===== config.mk =====
export PLATFORM = sky130hd
export DESIGN_NAME = memreq_tracker
export DESIGN_NICKNAME = d
export VERILOG_FILES = /design/src/rtl/memreq_pkg.sv /design/src/rtl/memreq_inflight.sv /design/src/rtl/memreq_retq.sv /design/src/rtl/memreq_rob.sv /design/src/rtl/memreq_tracker.sv
export SDC_FILE = /design/constraint.sdc
export NUM_CORES = 1
export LEC_CHECK = 0
export BUFFER_PORTS_ARGS = -buffer_cell sky130_fd_sc_hd__buf_4
export CAP_MARGIN = 30
export CORE_ASPECT_RATIO = 1.75
export CORE_MARGIN = 2
export CORE_UTILIZATION = 45
export CTS_CLUSTER_DIAMETER = 40
export DETAILED_ROUTE_END_ITERATION = 10
export GPL_TIMING_DRIVEN = 0
export SLEW_MARGIN = 0
export SYNTH_ARGS = -nofsm -noshare
export SYNTH_HDL_FRONTEND = slang
export SYNTH_SLANG_ARGS = --single-unit

===== constraint.sdc =====
create_clock -name clk -period 7.4 [get_ports clk]
set_input_delay 0.37 -clock clk [delete_from_list [all_inputs] [get_ports clk]]
set_output_delay 0.37 -clock clk [all_outputs]
set_load 0.02 [all_outputs]

===== src/rtl/memreq_pkg.sv =====
package memreq_pkg;

    typedef enum logic [1:0] {
        OP_LOAD   = 2'd0,
        OP_STORE  = 2'd1,
        OP_ATOMIC = 2'd2,
        OP_FENCE  = 2'd3
    } mem_op_e;

    localparam int NUM_CLASSES = 2;
    localparam int CLS_READ    = 0;
    localparam int CLS_WRITE   = 1;

    function automatic logic op_is_read(input logic [1:0] op);
        return (op == OP_LOAD) || (op == OP_ATOMIC);
    endfunction

    function automatic logic op_is_write(input logic [1:0] op);
        return op == OP_STORE;
    endfunction

endpackage


===== src/rtl/memreq_inflight.sv =====
module memreq_inflight #(
    parameter int LIMIT = 4
) (
    input  logic clk,
    input  logic rst_n,
    input  logic inc,
    input  logic dec,
    output logic room,
    output logic nonzero,
    output logic underflow
);
    localparam int CNT_W = $clog2(LIMIT + 1);

    typedef struct packed {
        logic [CNT_W-1:0] n;
    } cnt_state_t;

    cnt_state_t s_d, s_q;
    logic       dec_eff;

    always_comb begin
        s_d       = s_q;
        underflow = dec && (s_q.n == '0);
        dec_eff   = dec && (s_q.n != '0);
        case ({inc, dec_eff})
            2'b10:   s_d.n = s_q.n + 1'b1;
            2'b01:   s_d.n = s_q.n - 1'b1;
            default: s_d.n = s_q.n;
        endcase
    end

    assign room    = int'(s_q.n) < LIMIT;
    assign nonzero = s_q.n != '0;

    always_ff @(posedge clk) begin
        if (!rst_n) s_q <= '0;
        else        s_q <= s_d;
    end

    // the count never exceeds its cap
    assert_cap_R1: assert property (@(posedge clk) disable iff (!rst_n)
        int'(s_q.n) <= LIMIT);

    // at the cap and with no completion, the count cannot move
    assert_hold_at_cap_R2: assert property (@(posedge clk) disable iff (!rst_n)
        (int'(s_q.n) == LIMIT && !dec) |=> int'(s_q.n) == LIMIT);

endmodule


===== src/rtl/memreq_retq.sv =====
module memreq_retq #(
    parameter int DEPTH = 4,
    parameter int TAG_W = 8
) (
    input  logic             clk,
    input  logic             rst_n,
    input  logic             push,
    input  logic [TAG_W-1:0] push_tag,
    input  logic [1:0]       push_op,
    input  logic             pop,
    output logic             full,
    output logic             empty,
    output logic [TAG_W-1:0] head_tag,
    output logic [1:0]       head_op
);
    localparam int PTR_W = (DEPTH > 1) ? $clog2(DEPTH) : 1;
    localparam int CNT_W = $clog2(DEPTH + 1);

    typedef struct packed {
        logic [DEPTH-1:0][TAG_W-1:0] tag;
        logic [DEPTH-1:0][1:0]       op;
        logic [PTR_W-1:0]            rd;
        logic [PTR_W-1:0]            wr;
        logic [CNT_W-1:0]            cnt;
    } q_state_t;

    q_state_t s_d, s_q;
    logic     do_push, do_pop;

    function automatic logic [PTR_W-1:0] bump(input logic [PTR_W-1:0] p);
        return (int'(p) == DEPTH - 1) ? '0 : p + 1'b1;
    endfunction

    assign full     = int'(s_q.cnt) == DEPTH;
    assign empty    = s_q.cnt == '0;
    assign head_tag = s_q.tag[s_q.rd];
    assign head_op  = s_q.op[s_q.rd];
    assign do_push  = push && !full;
    assign do_pop   = pop && !empty;

    always_comb begin
        s_d = s_q;
        if (do_push) begin
            s_d.tag[s_q.wr] = push_tag;
            s_d.op[s_q.wr]  = push_op;
            s_d.wr          = bump(s_q.wr);
        end
        if (do_pop) s_d.rd = bump(s_q.rd);
        case ({do_push, do_pop})
            2'b10:   s_d.cnt = s_q.cnt + 1'b1;
            2'b01:   s_d.cnt = s_q.cnt - 1'b1;
            default: s_d.cnt = s_q.cnt;
        endcase
    end

    always_ff @(posedge clk) begin
        if (!rst_n) s_q <= '0;
        else        s_q <= s_d;
    end

    // nothing is pushed into a full return queue
    assert_no_push_full_R8: assert property (@(posedge clk) disable iff (!rst_n)
        push |-> !full);

    // a completion never pops an empty queue
    assert_no_pop_empty_R9: assert property (@(posedge clk) disable iff (!rst_n)
        pop |-> !empty);

endmodule


===== src/rtl/memreq_rob.sv =====
module memreq_rob #(
    parameter int DEPTH = 8,
    parameter int TAG_W = 8
) (
    input  logic             clk,
    input  logic             rst_n,
    input  logic             alloc,
    input  logic [TAG_W-1:0] alloc_tag,
    input  logic [1:0]       alloc_op,
    input  logic             mark,
    input  logic [TAG_W-1:0] mark_tag,
    input  logic             retire,
    output logic             miss,
    output logic             full,
    output logic             empty,
    output logic             head_done,
    output logic [TAG_W-1:0] head_tag,
    output logic [1:0]       head_op
);
    localparam int PTR_W = (DEPTH > 1) ? $clog2(DEPTH) : 1;
    localparam int CNT_W = $clog2(DEPTH + 1);

    typedef struct packed {
        logic [DEPTH-1:0]            vld;
        logic [DEPTH-1:0]            done;
        logic [DEPTH-1:0][TAG_W-1:0] tag;
        logic [DEPTH-1:0][1:0]       op;
        logic [PTR_W-1:0]            head;
        logic [PTR_W-1:0]            tail;
        logic [CNT_W-1:0]            cnt;
    } rob_state_t;

    rob_state_t       s_d, s_q;
    logic             found;
    logic [PTR_W-1:0] hit_idx;
    logic             do_alloc, do_retire;

    function automatic logic [PTR_W-1:0] bump(input logic [PTR_W-1:0] p);
        return (int'(p) == DEPTH - 1) ? '0 : p + 1'b1;
    endfunction

    assign full      = int'(s_q.cnt) == DEPTH;
    assign empty     = s_q.cnt == '0;
    assign head_done = s_q.vld[s_q.head] && s_q.done[s_q.head];
    assign head_tag  = s_q.tag[s_q.head];
    assign head_op   = s_q.op[s_q.head];
    assign do_alloc  = alloc && !full;
    assign do_retire = retire && head_done;

    // tag lookup over pending (valid, not yet done) slots
    always_comb begin
        found   = 1'b0;
        hit_idx = '0;
        for (int i = 0; i < DEPTH; i++) begin
            if (!found && s_q.vld[i] && !s_q.done[i] && s_q.tag[i] == mark_tag) begin
                found   = 1'b1;
                hit_idx = PTR_W'(i);
            end
        end
    end

    assign miss = mark && !found;

    always_comb begin
        s_d = s_q;
        if (mark && found) s_d.done[hit_idx] = 1'b1;
        if (do_retire) begin
            s_d.vld[s_q.head]  = 1'b0;
            s_d.done[s_q.head] = 1'b0;
            s_d.head           = bump(s_q.head);
        end
        if (do_alloc) begin
            s_d.vld[s_q.tail]  = 1'b1;
            s_d.done[s_q.tail] = 1'b0;
            s_d.tag[s_q.tail]  = alloc_tag;
            s_d.op[s_q.tail]   = alloc_op;
            s_d.tail           = bump(s_q.tail);
        end
        case ({do_alloc, do_retire})
            2'b10:   s_d.cnt = s_q.cnt + 1'b1;
            2'b01:   s_d.cnt = s_q.cnt - 1'b1;
            default: s_d.cnt = s_q.cnt;
        endcase
    end

    always_ff @(posedge clk) begin
        if (!rst_n) s_q <= '0;
        else        s_q <= s_d;
    end

    // a reservation always finds a free slot
    assert_alloc_room_R4: assert property (@(posedge clk) disable iff (!rst_n)
        alloc |-> !full);

    // only a completed oldest slot is retired
    assert_retire_done_R4: assert property (@(posedge clk) disable iff (!rst_n)
        retire |-> head_done);

endmodule


===== src/rtl/memreq_tracker.sv =====
module memreq_tracker
    import memreq_pkg::*;
#(
    parameter int TAG_W     = 8,
    parameter int LIMIT     = 4,
    parameter int RET_DEPTH = 4
) (
    input  logic             clk,
    input  logic             rst_n,
    input  logic             ooo_mode,
    input  logic             req_valid,
    input  logic [TAG_W-1:0] req_tag,
    input  logic [1:0]       req_op,
    output logic             req_ready,
    output logic             iss_valid,
    output logic [TAG_W-1:0] iss_tag,
    output logic [1:0]       iss_op,
    input  logic             rsp_valid,
    input  logic [TAG_W-1:0] rsp_tag,
    input  logic [1:0]       rsp_op,
    output logic             rsp_ready,
    input  logic             port_free,
    input  logic             wb_ready,
    output logic             wb_valid,
    output logic [TAG_W-1:0] wb_tag,
    output logic [1:0]       wb_op,
    output logic             err
);
    localparam int ROB_DEPTH = 2 * LIMIT;

    typedef struct packed {
        logic ooo;
        logic err;
    } top_state_t;

    top_state_t t_d, t_q;

    logic [NUM_CLASSES-1:0] cls_inc, cls_dec, cls_room, cls_nz, cls_under;
    logic                   issue, rsp_fire, wb_fire, idle;
    logic                   rob_alloc, rob_mark, rob_retire, rob_miss;
    logic                   rob_full, rob_empty, rob_head_done;
    logic [TAG_W-1:0]       rob_head_tag;
    logic [1:0]             rob_head_op;
    logic                   rq_push, rq_pop, rq_full, rq_empty;
    logic                   wq_push, wq_pop, wq_full, wq_empty;
    logic [TAG_W-1:0]       rq_head_tag, wq_head_tag;
    logic [1:0]             rq_head_op, wq_head_op;
    logic                   cand;

    // ---------------- in-flight budget, one counter per class ----------------
    for (genvar c = 0; c < NUM_CLASSES; c++) begin : g_cls
        memreq_inflight #(.LIMIT(LIMIT)) u_cnt (
            .clk       (clk),
            .rst_n     (rst_n),
            .inc       (cls_inc[c]),
            .dec       (cls_dec[c]),
            .room      (cls_room[c]),
            .nonzero   (cls_nz[c]),
            .underflow (cls_under[c])
        );
    end

    // ---------------- issue ----------------
    always_comb begin
        if (op_is_read(req_op))       req_ready = cls_room[CLS_READ];
        else if (op_is_write(req_op)) req_ready = cls_room[CLS_WRITE];
        else                          req_ready = 1'b1;
    end

    assign issue     = req_valid && req_ready;
    assign iss_valid = issue;
    assign iss_tag   = req_tag;
    assign iss_op    = req_op;

    assign cls_inc[CLS_READ]  = issue && op_is_read(req_op);
    assign cls_inc[CLS_WRITE] = issue && op_is_write(req_op);
    assign rob_alloc          = issue && !t_q.ooo && (req_op != OP_FENCE);

    // ---------------- response intake ----------------
    always_comb begin
        if (!t_q.ooo)                 rsp_ready = 1'b1;
        else if (op_is_read(rsp_op))  rsp_ready = !rq_full;
        else if (op_is_write(rsp_op)) rsp_ready = !wq_full;
        else                          rsp_ready = 1'b1;
    end

    assign rsp_fire = rsp_valid && rsp_ready;
    assign rob_mark = rsp_fire && !t_q.ooo;
    assign rq_push  = rsp_fire && t_q.ooo && op_is_read(rsp_op);
    assign wq_push  = rsp_fire && t_q.ooo && op_is_write(rsp_op);

    // ---------------- writeback selection ----------------
    always_comb begin
        if (t_q.ooo) begin
            cand   = !rq_empty || !wq_empty;
            wb_tag = !rq_empty ? rq_head_tag : wq_head_tag;
            wb_op  = !rq_empty ? rq_head_op  : wq_head_op;
        end else begin
            cand   = rob_head_done;
            wb_tag = rob_head_tag;
            wb_op  = rob_head_op;
        end
    end

    assign wb_valid   = cand && port_free;
    assign wb_fire    = wb_valid && wb_ready;
    assign rob_retire = wb_fire && !t_q.ooo;
    assign rq_pop     = wb_fire && t_q.ooo && !rq_empty;
    assign wq_pop     = wb_fire && t_q.ooo && rq_empty;

    assign cls_dec[CLS_READ]  = wb_fire && op_is_read(wb_op);
    assign cls_dec[CLS_WRITE] = wb_fire && op_is_write(wb_op);

    // ---------------- mode and error state ----------------
    assign idle = !(|cls_nz) && rob_empty && rq_empty && wq_empty && !req_valid;

    always_comb begin
        t_d     = t_q;
        t_d.ooo = idle ? ooo_mode : t_q.ooo;
        if ((rob_mark && rob_miss) ||
            (rsp_fire && t_q.ooo && rsp_op == OP_FENCE) ||
            (|cls_under))
            t_d.err = 1'b1;
    end

    assign err = t_q.err;

    always_ff @(posedge clk) begin
        if (!rst_n) t_q <= '0;
        else        t_q <= t_d;
    end

    // ---------------- storage ----------------
    memreq_rob #(.DEPTH(ROB_DEPTH), .TAG_W(TAG_W)) u_rob (
        .clk       (clk),
        .rst_n     (rst_n),
        .alloc     (rob_alloc),
        .alloc_tag (req_tag),
        .alloc_op  (req_op),
        .mark      (rob_mark),
        .mark_tag  (rsp_tag),
        .retire    (rob_retire),
        .miss      (rob_miss),
        .full      (rob_full),
        .empty     (rob_empty),
        .head_done (rob_head_done),
        .head_tag  (rob_head_tag),
        .head_op   (rob_head_op)
    );

    memreq_retq #(.DEPTH(RET_DEPTH), .TAG_W(TAG_W)) u_rdq (
        .clk      (clk),
        .rst_n    (rst_n),
        .push     (rq_push),
        .push_tag (rsp_tag),
        .push_op  (rsp_op),
        .pop      (rq_pop),
        .full     (rq_full),
        .empty    (rq_empty),
        .head_tag (rq_head_tag),
        .head_op  (rq_head_op)
    );

    memreq_retq #(.DEPTH(RET_DEPTH), .TAG_W(TAG_W)) u_wrq (
        .clk      (clk),
        .rst_n    (rst_n),
        .push     (wq_push),
        .push_tag (rsp_tag),
        .push_op  (rsp_op),
        .pop      (wq_pop),
        .full     (wq_full),
        .empty    (wq_empty),
        .head_tag (wq_head_tag),
        .head_op  (wq_head_op)
    );

    // ---------------- assertions ----------------
    // writeback is never offered without the register-file port
    assert_wb_needs_port_R9: assert property (@(posedge clk) disable iff (!rst_n)
        wb_valid |-> port_free);

    // at most one structure releases an entry per cycle
    assert_one_completion_R9: assert property (@(posedge clk) disable iff (!rst_n)
        $onehot0({rq_pop, wq_pop, rob_retire}));

    // the error flag is sticky
    assert_err_sticky_R6: assert property (@(posedge clk) disable iff (!rst_n)
        err |=> err);

    // the delivery mode holds while work is outstanding
    assert_mode_stable_R10: assert property (@(posedge clk) disable iff (!rst_n)
        !idle |=> $stable(t_q.ooo));

    // the reorder queue cannot run out while budget remains
    assert_rob_room_R4: assert property (@(posedge clk) disable iff (!rst_n)
        rob_full |-> !(cls_room[CLS_READ] || cls_room[CLS_WRITE]));

endmodule


# Word-level counts from Yosys, hierarchy flattened
# Index checks and enable logic that the tools add are counted.
dict set report word_totals {
  regBits 208
  latch_bits 0
  ram_bits 0
  rom_bits 0
  wordCells 310
  n_memories 0
}
dict set report op_classes {
  n_addsub 16
  n_mul 0
  div_mod_pow 0
  magnitude_cmp 14
  n_eq_ne 35
  n_shift 0
  mux 79
  n_bitwise 7
  reduce_logical 112
}
# operator count
set ops {}
lappend ops {{$mux W96} 1}
lappend ops {{$mux W8} 9}
lappend ops {{$logic_and A1 B1 Y1} 65}
lappend ops {{$bwmux W32} 2}
lappend ops {{$bwmux W64} 1}
lappend ops {{$eq A8 B8 Y1} 8}
lappend ops {{$bmux W8 S2} 2}
lappend ops {{$demux W8 S2} 2}
lappend ops {{$mux W2} 14}
lappend ops {{$and A8 B8 Y8} 3}
lappend ops {{$bmux W8 S3} 1}
lappend ops {{$demux W8 S3} 1}
lappend ops {{$eq A2 B1 Y1 const B} 12}
lappend ops {{$logic_not A1 Y1} 24}
lappend ops {{$pmux W3 S2} 4}
lappend ops {{$mux W1} 20}
lappend ops {{$add A3 B1 Y3 const B} 6}
lappend ops {{$eq A2 B2 Y1 const B} 9}
lappend ops {{$mux W3} 6}
lappend ops {{$bwmux W16} 1}
lappend ops {{$bwmux W8} 2}
lappend ops {{$mux W16} 1}
lappend ops {{$not A8 Y8} 2}
lappend ops {{$or A8 B8 Y8} 2}
lappend ops {{27 further kinds} 65}

# Longest topological paths before layout
# Gate-level depths: netlist of the first run.
dict set report logic_depth {
  depth_word 49
  depth_mapped 13
}

# Cells and area by module
# From an unflattened synthesis of the first run, not the netlist that was laid out.
dict set report hier_totals {
  hier_cells 1246
  area_unflattened_um2 11126.9
}
# module instances cells_each area_per_inst_um2 seq_area_each_um2
set modules_own_cells {}
lappend modules_own_cells {memreq_rob 1 705 5834.3 2122.0}
lappend modules_own_cells {memreq_retq 2 207 2160.8 940.9}
lappend modules_own_cells {memreq_tracker 1 81 595.6 40.0}
lappend modules_own_cells {memreq_inflight 2 23 187.7 60.1}

# Least setup slack after synthesis of the first run
# OpenSTA, ideal clock, no wires.
dict set report synth_timing {
  path_type {register to register}
  start {register u_rob.s_q[9] (netlist name)}
  end {register g_cls[1].u_cnt.s_q[2] (netlist name)}
  setup_ns 0.070
  arrival_ns 2.958
  required_ns 7.330
  slack_ns 4.372
  path_stages_with_launch 13
  period_less_slack_ns 3.028
  cell_sequence {dfxtp_1 > buf_1 > mux2i_1 > o21ai_0 > a221oi_1 > nor2_1 > nor4b_1 > ha_1 > inv_1 > fa_1 > xor2_1 > or3_1 > a21oi_1}
}
dict set report synth_via {
  elab_cells_between_ends 18
}
# element line
set synth_lines {}
lappend synth_lines {{start, declared} memreq_rob.sv:33} ;# rob_state_t s_d, s_q;
lappend synth_lines {{start signal, assigned} memreq_rob.sv:87} ;# if (!rst_n) s_q <= '0;
lappend synth_lines {{start signal, assigned} memreq_rob.sv:88} ;# else s_q <= s_d;
lappend synth_lines {{$bmux W2 S3 *} memreq_rob.sv:46} ;# assign head_op = s_q.op[s_q.head];
lappend synth_lines {{$mux W2 (not written as such) *} memreq_rob.sv:46}
lappend synth_lines {{$mux W2 *} memreq_tracker.sv:94} ;# if (t_q.ooo) begin
lappend synth_lines {{net wb_op[1]} memreq_tracker.sv:26} ;# output logic [1:0] wb_op,
lappend synth_lines {{$eq A2 B1 Y1 *} memreq_pkg.sv:19} ;# return op == OP_STORE;
lappend synth_lines {{$logic_and A1 B1 Y1 *} memreq_tracker.sv:112} ;# assign cls_dec[CLS_WRITE] = wb_fire && op_is_write(wb_op);
lappend synth_lines {{$logic_and A1 B1 Y1 *} memreq_inflight.sv:24} ;# dec_eff = dec && (s_q.n != '0);
lappend synth_lines {{$eq A2 B1 Y1 or $eq A2 B2 Y1 (tied branches)} memreq_inflight.sv:25} ;# case ({inc, dec_eff})
lappend synth_lines {{$pmux W3 S2 or $reduce_bool A2 Y1 (tied branches)} n/a}
lappend synth_lines {{end signal, assigned} memreq_inflight.sv:36} ;# if (!rst_n) s_q <= '0;
lappend synth_lines {{end signal, assigned} memreq_inflight.sv:37} ;# else s_q <= s_d;
lappend synth_lines {{end, declared} memreq_inflight.sv:18} ;# cnt_state_t s_d, s_q;
# The timed path passes the listed nets; every way through them passes the cells marked *. The select of a mux whose other input is x is not followed.
# A chain may end at the register's enable or synchronous reset.

# Worst setup path after layout of the first run
dict set report layout_timing {
  start {register u_rob.s_q[7] (netlist name)}
  end {output wb_tag[0]}
}
dict set report layout_via {
  elab_chain_cells 3
}
# element line
set layout_lines {}
lappend layout_lines {{$bmux W8 S3} memreq_rob.sv:45} ;# assign head_tag = s_q.tag[s_q.head];
lappend layout_lines {{$mux W8 (not written as such)} memreq_rob.sv:45}
lappend layout_lines {{$mux W8} memreq_tracker.sv:94}
lappend layout_lines {{end, declared} memreq_tracker.sv:25} ;# output logic [TAG_W-1:0] wb_tag,
# Every way passes these cells. The select of a mux whose other input is x is not followed.

==> results of run 1 <==
[state kept, by name, indices dropped and copies added, names as in the netlist]
name	cells
t_q	1
g_cls.u_cnt.s_q	6
u_rob.s_q	106
err	1
u_rdq.s_q	47
u_wrq.s_q	47
[area by class of cell]
class / instances / area share, %
plain buffers: 106 / 4.28
clock buffers: 33 / 5.75
clock inverters: 12 / 0.920
inverters: 32 / 1.01
multi-input cells: 854 / 48.3
flip-flops and latches: 208 / 34.4
well taps: 304 / 3.14
repair buffers: 35 / 2.17
[power groups by stage]
stage	clock [W]	combinational (W)	sequential (W)
after floorplan	0	0.000162	0.00117
after global placement	0	0.000246	0.00117
after detailed placement	0	0.000247	0.00117
after CTS	0.00123	0.000248	0.00115
after global routing	0.00127	0.000267	0.00115
final	0.00121	0.000248	0.00115
[routing by layer]
layer  up-vias  part of all wire (%)  GRT usage, %
met5         -                     0             0
met4         0                   5.6          13.9
met3        95                   3.7          2.55
met2       259                    55          48.6
met1      4272                    36          27.2
li1       4266                     -             -
[worst min-delay path: stages]
cell and delay, ns:
buf_4 0.08, mux2i_1 0.06, nor2_1 0.08
[cell usage in the layout, fill, tap and decap left out, types with 9 or more instances in the layout]
cell type / instances
ha_1: 21
buf_2: 36
xor2_1: 16
nor2_1: 139
a31oi_1: 11
mux4_2: 32
dfxtp_1: 208
o21ai_0: 17
nand2_1: 128
buf_4: 49
mux2i_1: 97
nor3_1: 21
inv_1: 30
nand3b_1: 9
xnor2_1: 56
nand3_1: 92
a21oi_1: 109
and3_1: 11
clkbuf_16: 25
clkbuf_1: 52
[logic make-up (layout without fill, tap and decap cells)]
family | after synthesis | in the layout
adders and majority gates | 26 | 26
DFF | 208 | 208
buffers and inverters | 138 | 218
and+or+nand+nor | 453 | 453
AOI/OAI and AO/OA | 172 | 172
xor gates and xnor gates | 72 | 72
muxes | 131 | 131
[final timing paths]
| path | startpoint | endpoint | slack (ns) | cells after the start |
|---|---|---|---|---|
| worst min-delay path | ooo_mode | t_q[1]$_SDFFE_PN0P_ | 0.08 | 3 |
| worst max-delay path | u_rob.s_q[7]$_SDFFE_PN0P_ | wb_tag[0] | 3.53 | 8 |
| worst max register to register | u_rob.s_q[9]$_SDFFE_PN0P_ | g_cls[1].u_cnt.s_q[2]$_SDFFE_PN0P_ | 3.83 | 12 |
| worst min register to register | u_rdq.s_q[17]$_SDFFE_PN0P_ | u_rdq.s_q[17]$_SDFFE_PN0P_ | 0.45 | 2 |
[through the flow]
step                hold WS [ns]  cells  power (W)  utilization, %
global placement           0.439   1539    0.00142            48.4
detailed placement         0.447   1539    0.00142            48.4
global route               0.146   1584    0.00269            51.9
floorplan                  0.431   1200    0.00133               -
finish                    0.0842   1584    0.00261            51.9
CTS                       0.0700   1584    0.00262            51.9
==> key figures, run 1 <==
Global routing
  • First-pass GRT wire length: 49.7 mm
  • Vias in the first global route: 8922
  • Largest net degree at the start of global routing: 14
  • Gr usage total: 25.6%
  • Grt ovf: 0
  • Initial antenna violation count: 0

Route
  • Drt pass-1 iters: 5
  • Routed via count: ~9000
  • Routed Antenna Nets: 0
  • # DRC: 0
  • 1st-iter DRT viols: 617
  • Vias/cell: about 5.6
  • Final wirelength: 31.9 mm
  • Drt wl/cell: 20.1 um

CTS
  • PostCTS Resize Cnt: 0
  • H-tree depth reported by CTS: 1
  • # hold bufs at CTS: 0
  • Clock transition at path regs: 0.06 ns
  • Setup Buffers After CTS: 0
  • TritonCTS clock tree: built
  • Sink Count: 208
  • CTS root buffer: clkbuf_16
  • TritonCTS Buffers: 25
  • Clk Latency, worst-skew pair: roughly 0.54 ns
  • Max clock buf depth: 3

Min path
  • HP Class: in2reg

Synth
  • Top-count cell post-synth: dfxtp_1
  • Async SR Flop Fraction: 0%
  • Seq cells post-synth: 208
  • Adder-Cell Fraction of Synth Area: 3.41%
  • Post-synth EDFFs: 0
  • Synth Warn #: 0
  • Synth cell count leaders: dfxtp_1 (208), nor2_1 (139), nand2_1 (128), a21oi_1 (109), mux2i_1 (97)
  • Area contributors post-synth: dfxtp_1 (39%), mux2i_1 (9.1%), mux4_2 (6.8%)
  • Unique masters post-synth: 63
  • Syn Std Cell Area: 10700 um2
  • Synth top area share: 39.1%
  • Combinational family with the most area after synthesis: simple AND/OR/NAND/NOR gates
  • Synth Flop Type: dfxtp_1
  • Post-synthesis xor/xnor area fraction: 5.92%
  • Compound-Gate Fraction of Synth Area: 9.47%
  • Cell taking the most area after synthesis: dfxtp_1
  • Post-synthesis mux area share: 16.1%
  • Mapped Cells: 1200
  • Simple-Gate Fraction of Synth Area: 20.0%
  • Syn_area_per_cell: approximately 9 um2
  • Sequential area share after synthesis: 39.1%
  • Mapped Nets: 1253

Floorplanning
  • Die Span Y: 208 um
  • Full die area: roughly 25000 um2
  • Std-Cell Rows: 74
  • Ports: 52
  • Die X: 120 um
  • Core area: ~23000 um2
  • Initial Util: 45.7%

Placement
  • Placed cell area: 11300 um2
  • Port bufs: 35
  • RD Place Congestion: 0.920
  • Post-Place Worst Slack: 3.83 ns
  • HPWL after detailed placement: 24.6 mm

Timing
  • Fin. Hold Viols: 0
  • Clk_skew: roughly 0.009 ns
  • Worst Tran Pin Value: about 0.84 ns
  • Slew Limit Fails: 0
  • Fmax: roughly 0.26 GHz
  • Slew HR: 42.6%
  • RSZ-0062 raised after global routing: no
  • Fin crit share: 52.3%
  • Post-layout min period: 3.87 ns
  • Setup ws final: approximately 3.5 ns
  • Final setup vio count: 0
  • Final setup TNS: 0 ns

Layout
  • Area grow syn2layout: 13.6%
  • Fillcell total: 2283
  • Area of the multi-input gates: a little under 6000 um2
  • Final instance area: 12100 um2
  • Antenna fix cells: 0
  • Final net count: roughly 1300
  • Share of layout cells above drive strength 1: 13.8%
  • FF+latch area: 4160 um2

Critical path
  • Crit path max fanout: 10
  • CP endpoint kind: primary output
  • Slowest CP cell: a2111oi_0
  • CP required: 7.03 ns
  • Crit path DAT: 3.50 ns
  • CP Cell Sequence: buf_4 -> buf_2 -> buf_2 -> mux2i_1 -> a21oi_1 -> a2111oi_0 -> a31oi_1 -> buf_4
  • Crit path launch type: flip-flop
  • Crit path buffers/inverters: 4
  • Setup CP Type: reg2out
  • Delay-heaviest family, CP: buffers and inverters
  • CP peak stage delay: 0.80 ns

Power and ir drop
  • Switching Fraction: 26.0%
  • Combinational power share: 9.5%
  • Sequential power share: 44.1%
  • P_leak: approximately 4.3 nW
  • Sw power: 0.000678 W
  • Clock share of power: ~46%
  • Power per Cell Area: roughly 220 nW/um2
  • Pint: 0.00193 W
  • Max VDD drop: 0.214 mV

Run
  • MaxCap Viol Count: 0

Outcome
  • Status: complete, no violations
No activity file was read; power rests on OpenSTA's default activity.
==> inputs of run 2 (changes only) <==
--- a/config.mk
+++ b/config.mk
@@ -5,6 +5,7 @@
 export SDC_FILE = /design/constraint.sdc
 export NUM_CORES = 1
 export LEC_CHECK = 0
+export ABC_AREA = 1
 export BUFFER_PORTS_ARGS = -buffer_cell sky130_fd_sc_hd__buf_4
 export CAP_MARGIN = 30
 export CORE_ASPECT_RATIO = 1.75
==> constraint.sdc (replaced) <==
create_clock -name clk -period 3.81 [get_ports clk]
set_input_delay 0.1905 -clock clk [delete_from_list [all_inputs] [get_ports clk]]
set_output_delay 0.1905 -clock clk [all_outputs]
set_load 0.02 [all_outputs]
==> run 2 against run 1 <==
Total power up 130%. Final cell count increased by 19%. Largest power group unchanged. Largest cell class unchanged. Combinational power grew to 3.0 times the previous value. Critical path depth grew 9. Die area shrank 0.16%. Highest routed layer unchanged. Via count up 17%. Hold slack lost 0.068 ns.
==> key figures, run 2 <==
Global routing
  • Grt ovf: 0
  • Gr usage total: 29.8%
  • Vias in the first global route: approximately 10000
  • Initial antenna violation count: 0
  • First-pass GRT wire length: 57.3 mm
  • Largest net degree at the start of global routing: 15

Synth
  • Synth cell count leaders: o21ai_0 (237), dfxtp_1 (208), nor2_1 (189), a21oi_1 (182), nand2_1 (178)
  • Mapped Nets: 1525
  • Seq cells post-synth: around 210
  • Area contributors post-synth: dfxtp_1 (39%), o21ai_0 (11%), a21oi_1 (8.6%)
  • Async SR Flop Fraction: 0%
  • Mapped Cells: 1472
  • Unique masters post-synth: 51
  • Synth top area share: 39.2%
  • Top-count cell post-synth: o21ai_0
  • Post-synth EDFFs: 0
  • Cell taking the most area after synthesis: dfxtp_1
  • Synth Flop Type: dfxtp_1
  • Synth Warn #: 0
  • Sequential area share after synthesis: 39.2%
  • Syn_area_per_cell: 7.22 um2
  • Syn Std Cell Area: 10600 um2

Placement
  • Placed cell area: 11400 um2
  • HPWL after detailed placement: 28.1 mm
  • RD Place Congestion: 0.981
  • Post-placement cell count: 1822
  • Port bufs: 46

Timing
  • RSZ-0062 raised after global routing: no
  • Final setup vio count: 0
  • Clk_skew: 0.0197 ns
  • Slew HR: between 40% and 50%
  • Final setup TNS: 0 ns
  • Fmax: 0.295 GHz
  • Post-layout min period: 3.39 ns
  • Fin crit share: approximately 89%
  • Worst Tran Pin Value: between 0.8 and 0.9 ns
  • Fin. Hold Viols: 0
  • Slew Limit Fails: 0

Critical path
  • Reg2Reg Depth: 17
  • Critical path origin: u_rob.s_q[8]$_SDFFE_PN0P_
  • Crit path launch type: flip-flop
  • Crit path max fanout: 10
  • Setup CP Type: reg2reg
  • R2R Setup Slk: 0.42 ns
  • CP required: 4.23 ns
  • Setup crit end: g_cls[0].u_cnt.s_q[2]$_SDFFE_PN0P_
  • Crit path DAT: 3.81 ns
  • Critical R2R Launch: u_rob.s_q[8]$_SDFFE_PN0P_
  • Reg-to-reg endpoint: g_cls[0].u_cnt.s_q[2]$_SDFFE_PN0P_
  • CP endpoint kind: flip-flop

CTS
  • Sink Count: 208
  • TritonCTS Buffers: 28
  • Max clock buf depth: 3
  • CTS root buffer: clkbuf_16
  • Clock transition at path regs: 0.05 ns
  • Clk Latency, worst-skew pair: 0.55 ns
  • H-tree depth reported by CTS: 1
  • TritonCTS clock tree: built

Layout
  • Share of layout cells above drive strength 1: 13.0%
  • Commonest non-fill, non-tap cells in the layout: o21ai_0 (237), dfxtp_1 (208), nor2_1 (189)
  • Most common cell after layout, fill and taps aside: o21ai_0
  • FF+latch area: 4160 um2
  • Number of flip-flops under the largest register name: 106
  • Layout Utilization: 53.7%
  • Area of the multi-input gates: around 5300 um2
  • Final net count: 1609
  • Fin cells: 1880
  • Reg with most FFs: u_rob.s_q
  • Top flop regs: u_rob.s_q x106, u_rdq.s_q x47, u_wrq.s_q x47
  • Antenna fix cells: 0
  • Final instance area: about 12000 um2
  • Area grow syn2layout: 17.4%
  • Fillcell total: 2355

Floorplanning
  • Initial Util: between 40% and 50%
  • Full die area: about 25000 um2
  • Ports: between 50 and 60
  • Die Span Y: 207 um
  • Die X: about 120 um
  • Core area: about 23000 um2
  • Std-Cell Rows: 74

Min path
  • HP Class: in2reg

Route
  • 1st-iter DRT viols: 680
  • Drt pass-1 iters: 6
  • Routed via count: 10400
  • # DRC: 0
  • Vias/cell: 5.55
  • Drt wl/cell: 19.7 um
  • Final wirelength: ~37 mm
  • Routed Antenna Nets: 0

Power and ir drop
  • P_leak: between 5 and 6 nW
  • Total Power: between 0.005 and 0.006 W
  • Max VDD drop: approximately 0.37 mV
  • Power per Cell Area: 478 nW/um2

Outcome
  • Status: complete, no violations

Run
  • MaxCap Viol Count: 0
[run 2: cell types whose count changed in the layout (fill, tap and decap cells not counted), moves of 20 or more]
cell	change
inv_2	+23
inv_1	+107
xnor2_1	-48
nand3_1	-64
a21oi_1	+73
nor2_1	+50
mux2i_1	-97
o21ai_0	+220
buf_2	-20
mux4_2	-32
o21ai_1	+22
o22ai_1	+32
nand2_1	+50
[run 2: worst min path at each step]
stage / slack [ns] / cells past startpoint / end / from
detailed placement: 0.42 / 2 / u_rdq.s_q[7]$_SDFFE_PN0P_ / u_rdq.s_q[7]$_SDFFE_PN0P_
global route: 0.02 / 3 / u_rob.s_q[69]$_SDFFE_PN0P_ / req_tag[3]
CTS: 0.0004 / 3 / u_rob.s_q[61]$_SDFFE_PN0P_ / req_tag[3]
floorplan: 0.33 / 2 / u_rob.s_q[34]$_SDFFE_PN0P_ / req_tag[0]
global placement: 0.42 / 2 / u_rdq.s_q[7]$_SDFFE_PN0P_ / u_rdq.s_q[7]$_SDFFE_PN0P_
finish: 0.02 / 3 / u_rob.s_q[11]$_SDFFE_PN0P_ / req_op[1]
[run 2: cells by family (layout without fill, tap and decap cells)]
kind of cell	after synthesis	after routing	synth area share [%]
flops	208	208	39.2
compound gates	519	519	26.3
xor+xnor	18	18	1.48
simple gates	451	451	19.0
buf+inv	250	354	10.7
fa+ha+maj	26	26	3.41
[run 2: worst max-delay path, stage by stage (launching register included)]
cell	delay, ns
dfxtp_1	0.39
clkinv_1	0.30
nand3_1	0.43
inv_1	0.25
nand2_1	0.10
nand2_1	0.06
nor2_1	0.10
nand3_1	0.10
nand2_1	0.17
inv_1	0.09
nor3_1	0.19
ha_1	0.17
inv_1	0.07
fa_1	0.38
a21oi_1	0.14
o21ai_0	0.11
o21ai_0	0.16
a21oi_1	0.05
[run 2: area by class of cell]
type | count | share of cell area (%)
Multi-Input combinational cell | 1014 | 42.7
Sequential cell | 208 | 33.4
Clock buffer | 35 | 6.31
Inverter | 166 | 5.01
Buffer | 84 | 4.07
Timing Repair Buffer | 54 | 3.37
Tap cell | 304 | 3.05
Clock inverter | 15 | 2.10
[run 2: layer usage]
metal | vias up | share of wire (%) | wire, um | GRT usage, %
li1 | 5100 | - | - | -
met1 | 4877 | 36 | 13200 | 30.9
met2 | 340 | 53 | 19500 | 55.7
met3 | 126 | 4.4 | 1620 | 2.94
met4 | 0 | 7.2 | 2650 | 19.0
met5 | - | 0 | 0 | 0
[run 2: timing repair]
item / CTS / global route
buffers inserted: 0 / 2
setup endpoints to repair: 0 / 1
endpoints found under the hold margin: 22 / 0
hold buffers: 6 / 0
resized for setup: 0 / 0
[run 2: where the power goes]
| part | switching, W | internal, W | total [W] | leakage, nW |
|---|---|---|---|---|
| Clock | 0.00106 | 0.00188 | 0.00294 | 0.510 |
| Combinational | 0.000500 | 0.000244 | 0.000744 | 2.89 |
| Sequential | 0.0000491 | 0.00224 | 0.00229 | 1.68 |
| Total | 0.00161 | 0.00437 | 0.00597 | 5.08 |
[run 2: per-stage QoR]
step | hold slack [ns] | setup slack [ns]
finish | 0.0160 | 0.422
global route | 0.0223 | 0.0745
CTS | 0.000408 | 0.328
detailed placement | 0.421 | 0.335
global placement | 0.422 | 0.418
floorplan | 0.325 | 1.08
==> inputs of run 3 (changes only) <==
--- a/config.mk
+++ b/config.mk
@@ -14,6 +14,7 @@
 export CTS_CLUSTER_DIAMETER = 40
 export DETAILED_ROUTE_END_ITERATION = 10
 export GPL_TIMING_DRIVEN = 0
+export HOLD_SLACK_MARGIN = 0.08
 export SLEW_MARGIN = 0
 export SYNTH_ARGS = -nofsm -noshare
 export SYNTH_HDL_FRONTEND = slang
==> run 3 against run 2 <==
Highest routed layer unchanged. Routed wire length increased by 0.23%. Global-route usage about the same. First-iteration DRC count rose by 12%. Hold slack improved by 0.11 ns. Die area is the same. Fmax down 0.15%. Critical path type unchanged. Total power grew 0.20%. Via count shrank 0.49%. Clock power is essentially flat.
==> key figures, run 3 (same netlist as run 2, synthesis figures left out) <==
CTS
  • TritonCTS Buffers: 28
  • Sink Count: around 210
  • Clk Latency, worst-skew pair: 0.55 ns
  • Clock transition at path regs: 0.06 ns
  • H-tree depth reported by CTS: 1
  • PostCTS Resize Cnt: 0
  • TritonCTS clock tree: built
  • CTS root buffer: clkbuf_16
  • Max clock buf depth: 3

Power and ir drop
  • Max VDD drop: 0.374 mV
  • Switching Fraction: between 20 and 30%
  • Pint: 0.00437 W
  • Combinational power share: 12.5%
  • Sw power: about 0.0016 W
  • Power per Cell Area: 477 nW/um2
  • P_leak: 5.11 nW
  • Clock share of power: 49.2%
  • Sequential power share: 38.3%

Critical path
  • Reg2Reg Depth: 17
  • CP Cell Sequence: clkinv_1 -> nand3_1 -> inv_1 -> nand2_1 -> nand2_1 -> nor2_1 -> nand3_1 -> nand2_1 -> inv_1 -> nor3_1 -> ha_1 -> inv_1 -> fa_1 -> a21oi_1 -> o21ai_0 -> o21ai_0 -> a21oi_1
  • Crit path DAT: between 3 and 4 ns
  • CP endpoint kind: flip-flop
  • Delay-heaviest family, CP: simple AND/OR/NAND/NOR gates
  • Setup CP Type: reg2reg
  • R2R Setup Slk: 0.42 ns
  • Critical R2R Launch: u_rob.s_q[8]$_SDFFE_PN0P_
  • CP required: 4.23 ns
  • Slowest CP cell: nand3_1
  • CP peak stage delay: 0.43 ns
  • Crit path launch type: flip-flop
  • Crit path buffers/inverters: 4
  • Reg-to-reg endpoint: g_cls[0].u_cnt.s_q[2]$_SDFFE_PN0P_
  • Critical path depth: 17
  • Crit path max fanout: 10

Layout
  • Commonest non-fill, non-tap cells in the layout: o21ai_0 (237), dfxtp_1 (208), nor2_1 (189)
  • Final net count: 1615
  • Top flop regs: u_rob.s_q x106, u_rdq.s_q x47, u_wrq.s_q x47
  • Number of flip-flops under the largest register name: 106
  • Share of layout cells above drive strength 1: roughly 13%
  • Reg with most FFs: u_rob.s_q
  • Most common cell after layout, fill and taps aside: o21ai_0
  • Fin cells: 1886
  • Antenna fix cells: 0
  • Area grow syn2layout: 18.0%

Timing
  • Post-layout min period: 3.39 ns
  • Slew HR: 42.8%
  • Slew Limit Fails: 0
  • Fin crit share: 89.1%
  • Clk_skew: 0.0207 ns
  • Worst Tran Pin Value: 0.854 ns
  • RSZ-0062 raised after global routing: no
  • Final setup vio count: 0
  • Final setup TNS: 0 ns
  • Fmax: 0.295 GHz
  • Fin. Hold Viols: 0

Placement
  • Port bufs: 46
  • Post-placement cell count: 1822
  • HPWL after detailed placement: roughly 28 mm
  • RD Place Congestion: 0.981

Floorplanning
  • Std-Cell Rows: 74
  • Core area: 23200 um2
  • Die X: 120 um
  • Full die area: 24900 um2
  • Die Span Y: 207 um
  • Initial Util: a little under half
  • Ports: 52

Min path
  • Worst Hold Path Cells: 4
  • Worst Hold End: u_rdq.s_q[41]$_SDFFE_PN0P_
  • HP Class: in2reg
  • Hold_sp: rsp_tag[2]

Global routing
  • Gr usage total: between 20% and 30%
  • Largest net degree at the start of global routing: 15
  • First-pass GRT wire length: 57.3 mm
  • M1 GR Usage: 30.9%
  • M2 GR Usage: between 50% and 60%
  • Vias in the first global route: 10200
  • Grt ovf: 0
  • Initial antenna violation count: 0
  • Met3 GRT Util: 2.91%
  • Most Crowded Layer GR: met2

Route
  • Final wirelength: 37.0 mm
  • Routed via count: around 10000
  • Vias/cell: 5.51
  • Routed Antenna Nets: 0
  • # DRC: 0
  • Drt pass-1 iters: 6
  • 1st-iter DRT viols: 760
  • Drt wl/cell: 19.6 um

Run
  • MaxCap Viol Count: 0

Outcome
  • Status: complete, no violations
==> run 3: cell types whose count changed in the layout (fill, tap and decap cells not counted), sizes merged <==
| cell | before | now |
|---|---|---|
| dlygate4sd3 | 6 | 12 |
==> run 3: area by class of cell <==
class | instances | area [um2]
flip-flops and latches | 208 | 4160
clock inverters | 15 | 263
plain buffers | 84 | 508
multi-input cells | 1014 | 5340
repair buffers | 60 | 480
inverters | 166 | 626
well taps | 304 | 380
fillers | 2348 | 10700
clock buffers | 35 | 788
==> run 3: power by group through the flow <==
stage	Combinational [W]	Clock [W]	Sequential [W]
after global routing	0.000813	0.00305	0.00230
after global placement	0.000721	0	0.00233
after CTS	0.000740	0.00297	0.00229
final	0.000748	0.00295	0.00229
after floorplan	0.000461	0	0.00232
after detailed placement	0.000726	0	0.00234
==> run 3: per-layer routing <==
metal	up-vias	wire length (um)
met2	345	19600
li1	5114	-
met3	120	1570
met4	0	2550
met5	-	0
met1	4813	13300
==> run 3: metrics by stage <==
stage	hold WS [ns]	power [W]	area [um2]	worst slack, ns	utilization (%)
floorplan	0.325	0.00279	10600	1.08	-
global placement	0.422	0.00305	11400	0.418	48.9
detailed placement	0.421	0.00306	11400	0.335	48.9
CTS	0.102	0.00600	12500	0.328	53.9
global route	0.132	0.00616	12500	0.0745	54.0
finish	0.128	0.00598	12500	0.417	54.0
==> run 3: worst register-to-register path, delay by kind of cell, from the launching register on <==
kind	cells	cell delay, ns
AO/OA/AOI/OAI	4	0.46
adder cells (fa/ha/maj)	2	0.55
buffers and inverters	4	0.72
flip-flops	1	0.39
AND/OR/NAND/NOR	7	1.17
==> run 3: worst max-delay path by stage <==
stage / start / end / slack [ns]
after floorplan: u_rdq.s_q[0]$_SDFFE_PN0P_ / u_rob.s_q[3]$_SDFFE_PN0P_ / 1.08
after global placement: u_rdq.s_q[0]$_SDFFE_PN0P_ / u_rob.s_q[3]$_SDFFE_PN0P_ / 0.42
after detailed placement: u_rdq.s_q[0]$_SDFFE_PN0P_ / u_rob.s_q[3]$_SDFFE_PN0P_ / 0.34
after CTS: u_rdq.s_q[0]$_SDFFE_PN0P_ / u_rob.s_q[3]$_SDFFE_PN0P_ / 0.33
after global routing: u_rob.s_q[8]$_SDFFE_PN0P_ / g_cls[0].u_cnt.s_q[2]$_SDFFE_PN0P_ / 0.07
final: u_rob.s_q[8]$_SDFFE_PN0P_ / g_cls[0].u_cnt.s_q[2]$_SDFFE_PN0P_ / 0.42
==> run 3: repair_timing <==
action / CTS / global route
hold endpoints to repair: 80 / 0
endpoints found under the setup margin: 0 / 1
buffers inserted: 0 / 2
hold buffers: 12 / 0
